==> src/rtl/cdt_pkg.sv <==
package cdt_pkg;

    typedef enum logic [1:0] {
        ST_IDLE   = 2'd0,
        ST_COUNT  = 2'd1,
        ST_EXPIRE = 2'd2
    } cdt_state_e;

    typedef enum logic {
        ROLE_PERIODIC = 1'b0,
        ROLE_WATCHDOG = 1'b1
    } cdt_role_e;

endpackage

==> src/rtl/cdt_cfg.sv <==
module cdt_cfg
    import cdt_pkg::*;
#(
    parameter int        DATA_W = 32,
    parameter cdt_role_e ROLE   = ROLE_PERIODIC,
    localparam int       CNT_W  = DATA_W - 1
) (
    input  logic             clk,
    input  logic             rst_n,
    input  logic             wr_en,
    input  logic             wr_flag,
    input  logic [CNT_W-1:0] wr_val,
    output logic [CNT_W-1:0] interval,
    output logic             reload_en
);

    logic wr_nz;
    assign wr_nz = |wr_val;

    always_ff @(posedge clk or negedge rst_n) begin
        if (!rst_n) begin
            interval <= '0;
        end else if (wr_en) begin
            interval <= wr_val;
        end
    end

    generate
        if (ROLE == ROLE_PERIODIC) begin : g_reload
            logic flag_q;
            always_ff @(posedge clk or negedge rst_n) begin
                if (!rst_n) begin
                    flag_q <= 1'b0;
                end else if (wr_en) begin
                    flag_q <= wr_flag & wr_nz;
                end
            end
            assign reload_en = flag_q;

            AST_FLAG_NEEDS_INTERVAL: assert property (@(posedge clk) disable iff (!rst_n)
                reload_en |-> (interval != '0));
        end else begin : g_noreload
            logic unused_flag;
            assign unused_flag = wr_flag;
            assign reload_en   = 1'b0;
        end
    endgenerate

endmodule

==> src/rtl/cdt_fsm.sv <==
module cdt_fsm
    import cdt_pkg::*;
(
    input  logic       clk,
    input  logic       rst_n,
    input  logic       wr_en,
    input  logic       wr_nz,
    input  logic       cnt_is_one,
    input  logic       reload_en,
    output cdt_state_e state,
    output logic       expire
);

    cdt_state_e state_d;

    always_comb begin
        state_d = state;
        unique case (state)
            ST_IDLE: begin
                if (wr_en && wr_nz) state_d = ST_COUNT;   // start
            end
            ST_COUNT: begin
                if (wr_en)           state_d = wr_nz ? ST_COUNT : ST_IDLE; // reload count / halt
                else if (cnt_is_one) state_d = ST_EXPIRE;                  // reach_zero
            end
            ST_EXPIRE: begin
                if (wr_en)          state_d = wr_nz ? ST_COUNT : ST_IDLE;  // rearm / halt
                else if (reload_en) state_d = ST_COUNT;                    // rearm
                else                state_d = ST_IDLE;                     // retire
            end
            default: state_d = ST_IDLE;
        endcase
    end

    always_ff @(posedge clk or negedge rst_n) begin
        if (!rst_n) begin
            state <= ST_IDLE;
        end else begin
            state <= state_d;
        end
    end

    always_comb begin
        expire = (state == ST_EXPIRE);
    end

    AST_EXPIRE_ONE_CYCLE: assert property (@(posedge clk) disable iff (!rst_n)
        (state == ST_EXPIRE) |=> (state != ST_EXPIRE));

    AST_ZERO_WRITE_HALTS: assert property (@(posedge clk) disable iff (!rst_n)
        (wr_en && !wr_nz) |=> (state == ST_IDLE));

endmodule

==> src/rtl/cdt_count.sv <==
module cdt_count
    import cdt_pkg::*;
#(
    parameter int CNT_W = 31
) (
    input  logic             clk,
    input  logic             rst_n,
    input  logic             wr_en,
    input  logic [CNT_W-1:0] wr_val,
    input  cdt_state_e       state,
    input  logic             reload_en,
    input  logic [CNT_W-1:0] interval,
    output logic [CNT_W-1:0] cnt,
    output logic             cnt_is_one
);

    localparam logic [CNT_W-1:0] ONE = CNT_W'(1);

    always_ff @(posedge clk or negedge rst_n) begin
        if (!rst_n) begin
            cnt <= '0;
        end else if (wr_en) begin
            cnt <= wr_val;
        end else begin
            unique case (state)
                ST_COUNT:  cnt <= cnt - ONE;
                ST_EXPIRE: cnt <= reload_en ? interval : '0;
                default:   cnt <= '0;
            endcase
        end
    end

    assign cnt_is_one = (cnt == ONE);

    AST_WRITE_LOADS: assert property (@(posedge clk) disable iff (!rst_n)
        wr_en |=> (cnt == $past(wr_val)));

    AST_DEC_BY_ONE: assert property (@(posedge clk) disable iff (!rst_n)
        (state == ST_COUNT && !wr_en) |=> (cnt == $past(cnt) - ONE));

    AST_IDLE_AT_ZERO: assert property (@(posedge clk) disable iff (!rst_n)
        (state == ST_IDLE) |-> (cnt == '0));

endmodule

==> src/rtl/cdt_timer.sv <==
module cdt_timer
    import cdt_pkg::*;
#(
    parameter int        DATA_W = 32,
    parameter cdt_role_e ROLE   = ROLE_PERIODIC
) (
    input  logic              clk,
    input  logic              rst_n,
    input  logic              wr_en,
    input  logic [DATA_W-1:0] wr_data,
    output logic [DATA_W-1:0] rd_data,
    output logic              irq_o,
    output logic              wdog_rst_o
);

    localparam int CNT_W = DATA_W - 1;

    logic [CNT_W-1:0] wr_val;
    logic             wr_flag;
    logic             wr_nz;
    logic [CNT_W-1:0] interval;
    logic             reload_en;
    logic [CNT_W-1:0] cnt;
    logic             cnt_is_one;
    logic             expire;
    cdt_state_e       state;

    assign wr_val  = wr_data[CNT_W-1:0];
    assign wr_flag = wr_data[DATA_W-1];
    assign wr_nz   = |wr_val;

    cdt_cfg #(.DATA_W(DATA_W), .ROLE(ROLE)) u_cfg (
        .clk       (clk),
        .rst_n     (rst_n),
        .wr_en     (wr_en),
        .wr_flag   (wr_flag),
        .wr_val    (wr_val),
        .interval  (interval),
        .reload_en (reload_en)
    );

    cdt_fsm u_fsm (
        .clk        (clk),
        .rst_n      (rst_n),
        .wr_en      (wr_en),
        .wr_nz      (wr_nz),
        .cnt_is_one (cnt_is_one),
        .reload_en  (reload_en),
        .state      (state),
        .expire     (expire)
    );

    cdt_count #(.CNT_W(CNT_W)) u_count (
        .clk        (clk),
        .rst_n      (rst_n),
        .wr_en      (wr_en),
        .wr_val     (wr_val),
        .state      (state),
        .reload_en  (reload_en),
        .interval   (interval),
        .cnt        (cnt),
        .cnt_is_one (cnt_is_one)
    );

    assign rd_data = {reload_en, cnt};

    generate
        if (ROLE == ROLE_PERIODIC) begin : g_irq
            assign irq_o      = expire;
            assign wdog_rst_o = 1'b0;
        end else begin : g_wdog
            assign irq_o      = 1'b0;
            assign wdog_rst_o = expire;
        end
    endgenerate

    AST_PULSE_AT_ZERO: assert property (@(posedge clk) disable iff (!rst_n)
        (irq_o || wdog_rst_o) |-> (rd_data[CNT_W-1:0] == '0));

    AST_PULSE_AFTER_ONE: assert property (@(posedge clk) disable iff (!rst_n)
        (irq_o || wdog_rst_o) |-> ($past(rd_data[CNT_W-1:0]) == CNT_W'(1) && !$past(wr_en)));

    AST_ONE_OUTPUT: assert property (@(posedge clk) disable iff (!rst_n)
        !(irq_o && wdog_rst_o));

endmodule

==> config.mk <==
export PLATFORM = sky130hd
export DESIGN_NAME = cdt_timer
export DESIGN_NICKNAME = d
export VERILOG_FILES = /design/src/rtl/cdt_pkg.sv /design/src/rtl/cdt_cfg.sv /design/src/rtl/cdt_fsm.sv /design/src/rtl/cdt_count.sv /design/src/rtl/cdt_timer.sv
export SDC_FILE = /design/constraint.sdc
export NUM_CORES = 1
export LEC_CHECK = 0
export BUFFER_PORTS_ARGS = -buffer_cell sky130_fd_sc_hd__buf_4
export CORE_ASPECT_RATIO = 0.5
export CORE_MARGIN = 2
export CORE_UTILIZATION = 55
export DETAILED_ROUTE_END_ITERATION = 12
export PLACE_DENSITY_LB_ADDON = 0.08
export RECOVER_POWER = 25
export SLEW_MARGIN = 20
export SYNTH_ARGS = -nofsm -noshare
export SYNTH_HDL_FRONTEND = slang
export SYNTH_SLANG_ARGS = --single-unit
==> constraint.sdc <==
create_clock -name clk -period 2.5 [get_ports clk]
set_input_delay 0.125 -clock clk [delete_from_list [all_inputs] [get_ports clk]]
set_output_delay 0.125 -clock clk [all_outputs]
set_load 0.02 [all_outputs]
==> impl_metrics.json <==
{
  "cts_tree": "built",
  "setup_slack_ns": 0.142,
  "r2r_start": "u_count.cnt[5]",
  "period_needed_ns": 2.36,
  "hp-start": "wr_data[8]",
  "chipHeight_um": 58.8,
  "ios": 69,
  "drv_slew": 0,
  "async_flop_share_pct": 100,
  "p_leak_nw": 1.75,
  "via_count": 2785,
  "reg2reg_setup_slack_ns": 0.14,
  "overflow": 0,
  "area_growth_pct": 23.9,
  "dp_slack_ns": 0.155,
  "end_kind": "flop",
  "hold_viol_final": 0,
  "gp_congestion": 0.846,
  "r2r_end": "u_fsm.state[0]",
  "die_width_um": 114,
  "max_freq_mhz": 424,
  "std_cell_rows": 19,
  "finalCritPeriodShare_pct": 94.3,
  "min_path_cells": 3,
  "wire_per_inst_um": 17.7,
  "hpwl_mm": 5.70,
  "synth_nets": 357,
  "synth_seq_cells": 65,
  "critPathMaxStageDelay_ns": 0.59,
  "peakVddDrop_v": 0.000503,
  "crit_chain": "or4_4, or3_1, nor4_4, a2bb2oi_2, mux2_1",
  "syn_area_um2": 3310,
  "synthCells": 316,
  "holdCritPathClass": "primary input to flop",
  "whs_ns": 0.0398,
  "drc": 0,
  "drive_above_1_share_pct": 25.3,
  "cts.sinks": 65,
  "arrival_ns": 2.57,
  "rsz0062_at_grt": "false",
  "cts_buffer_depth": 2,
  "drt_first_pass_iters": 5,
  "grt_pass1_wl_mm": 13.9,
  "relSlewSlack_pct": 5.15,
  "startpoint_type": "flop",
  "start_util_pct": 58.7,
  "dieArea_um2": 6680,
  "synth_edf_count": 0,
  "cts.htree.levels": 3,
  "port_buffers": 67,
  "critPathSlowestCell": "or4_4",
  "synthFlopType": "dfrtp_1",
  "yosysWarnings": 0,
  "setup_viol": 0,
  "tightest_slew_ns": 1.42,
  "clk_pin_slew_ns": 0.05,
  "layout.nets": 427,
  "clkLatencyLatePin_ns": 0.33,
  "cp_data_required_time_ns": 2.71,
  "grt_max_degree": 66,
  "fin_skew_ns": 0.00853,
  "grt_pass1_vias": 2833,
  "power_density_nw_per_um2": 861,
  "ff2ff_path_depth": 5,
  "clockRootBuffer": "clkbuf_16",
  "crit_fanout": 6,
  "vias_per_cell": 6.00,
  "cts_made_buffers": 9,
  "status": "finished clean",
  "holdPathEnd": "u_count.cnt[8]",
  "drtAntennaViolNets": 0,
  "utilization_pct": 72.7,
  "routed_wl_mm": 8.23,
  "drv_cap": 0,
  "critPathKind": "flop to flop",
  "syn_area_per_cell_um2": 10.5,
  "drt_iter0_drc": 224,
  "grt_antenna_before_repair": 0,
  "antenna_cells": 0,
  "grt.total_usage_pct": 27.7,
  "synth.distinct_cells": 36,
  "setup_tns_ns": 0,
  "seq_area_frac_synth_pct": 49.2,
  "core_um2": 5630
}
==> per-layer routing <==
metal  part of all wire, %  vias to the layer above  GRT usage (%)
li1                      -                     1293              -
met2                    45                      129           41.7
met1                    45                     1349           37.4
met5                     0                        -              0
met4                   1.4                        0           11.0
met3                   9.2                       14           9.78
==> stage by stage <==
step / instances / instance area (µm²) / total power [mW]
5_1_grt: 464 / 4100 / 3.74
2_1_floorplan: 316 / 3310 / 2.03
3_3_place_gp: 447 / 3890 / 2.40
4_1_cts: 464 / 4180 / 3.59
3_5_place_dp: 447 / 3890 / 2.44
6_report: 464 / 4100 / 3.53
==> cell families after synthesis <==
| kind of cell | synth area share (%) |
|---|---|
| AO/OA/AOI/OAI | 14.5 |
| XOR/XNOR | 7.42 |
| adder cells (fa/ha/maj) | 2.27 |
| buffers and inverters | 4.01 |
| flip-flops | 49.2 |
| multiplexers | 8.18 |
| other | 0.113 |
| AND/OR/NAND/NOR | 14.3 |
==> cell usage in the layout (no fill, tap or decap), types with 5 or more instances in the layout <==
| master | n |
|---|---|
| dfrtp_1 | 65 |
| buf_4 | 55 |
| o21ai_0 | 40 |
| a22oi_1 | 30 |
| mux2_2 | 22 |
| clkbuf_1 | 22 |
| xor2_1 | 17 |
| nor4_1 | 16 |
| inv_1 | 15 |
| nand2_1 | 15 |
| xnor2_1 | 11 |
| nor2_1 | 10 |
| nor3_1 | 9 |
| clkbuf_16 | 9 |
| ha_1 | 6 |
| nand4_1 | 5 |
| or3_1 | 5 |
==> power breakdown <==
group	internal, mW	total, mW	switching (mW)
Combinational	0.419	1.03	0.613
Sequential	1.20	1.36	0.156
Clock	0.693	1.14	0.444
Total	2.31	3.53	1.21
==> worst max-delay path: cells and delay by family (launching register included) <==
| kind | cells | cell delay [ns] |
|---|---|---|
| simple gates | 3 | 1.28 |
| compound gates | 1 | 0.21 |
| flops | 1 | 0.42 |
| mux | 1 | 0.33 |
==> flip-flops by register name, summed over array words and instances (netlist names) <==
| register | count |
|---|---|
| u_cfg.interval | 31 |
| u_cfg.reload_en | 1 |
| u_fsm.state | 2 |
| u_count.cnt | 31 |
==> cell type report <==
type | count | area [µm²]
clock buffers | 11 | 243
clock inverters | 5 | 31.3
fillers | 466 | 1540
inverters | 15 | 56.3
multi-input cells | 218 | 1550
flip-flops and latches | 65 | 1630
well taps | 73 | 91.3
repair buffers | 77 | 502
==> worst max-delay path by stage <==
stage	startpoint	slack [ns]	to
floorplan	u_count.cnt[5]	0.08	u_fsm.state[0]
global placement	u_count.cnt[5]	0.21	u_fsm.state[0]
detailed placement	u_count.cnt[5]	0.16	u_fsm.state[0]
CTS	u_count.cnt[5]	0.14	u_fsm.state[0]
global route	u_count.cnt[5]	0.06	u_count.cnt[30]
finish	u_count.cnt[5]	0.14	u_fsm.state[0]
==> synthesized netlist by cell type, drive strengths merged (3+ instances only) <==
library cell | count | area, µm²
nand4 | 5 | 31.3
ha | 6 | 75.1
nor4 | 18 | 134
or4 | 3 | 30.0
xor2 | 17 | 149
mux2 | 24 | 270
dfrtp | 65 | 1630
a22oi | 30 | 225
inv | 15 | 56.3
xnor2 | 11 | 96.3
o21ai | 43 | 215
buf | 3 | 20.0
nor3 | 9 | 45.0
nand2b | 3 | 18.8
nand3 | 3 | 15.0
or3 | 5 | 31.3
nor2 | 10 | 37.5
clkbuf | 15 | 56.3
nand2 | 15 | 56.3
==> timing repair <==
action / CTS / global route
buffers inserted: 0 / 0
endpoints found under the hold margin: 65 / 0
hold buffers: 1 / 0
resized for setup: 0 / 0
(Power assumes the default switching activity.)
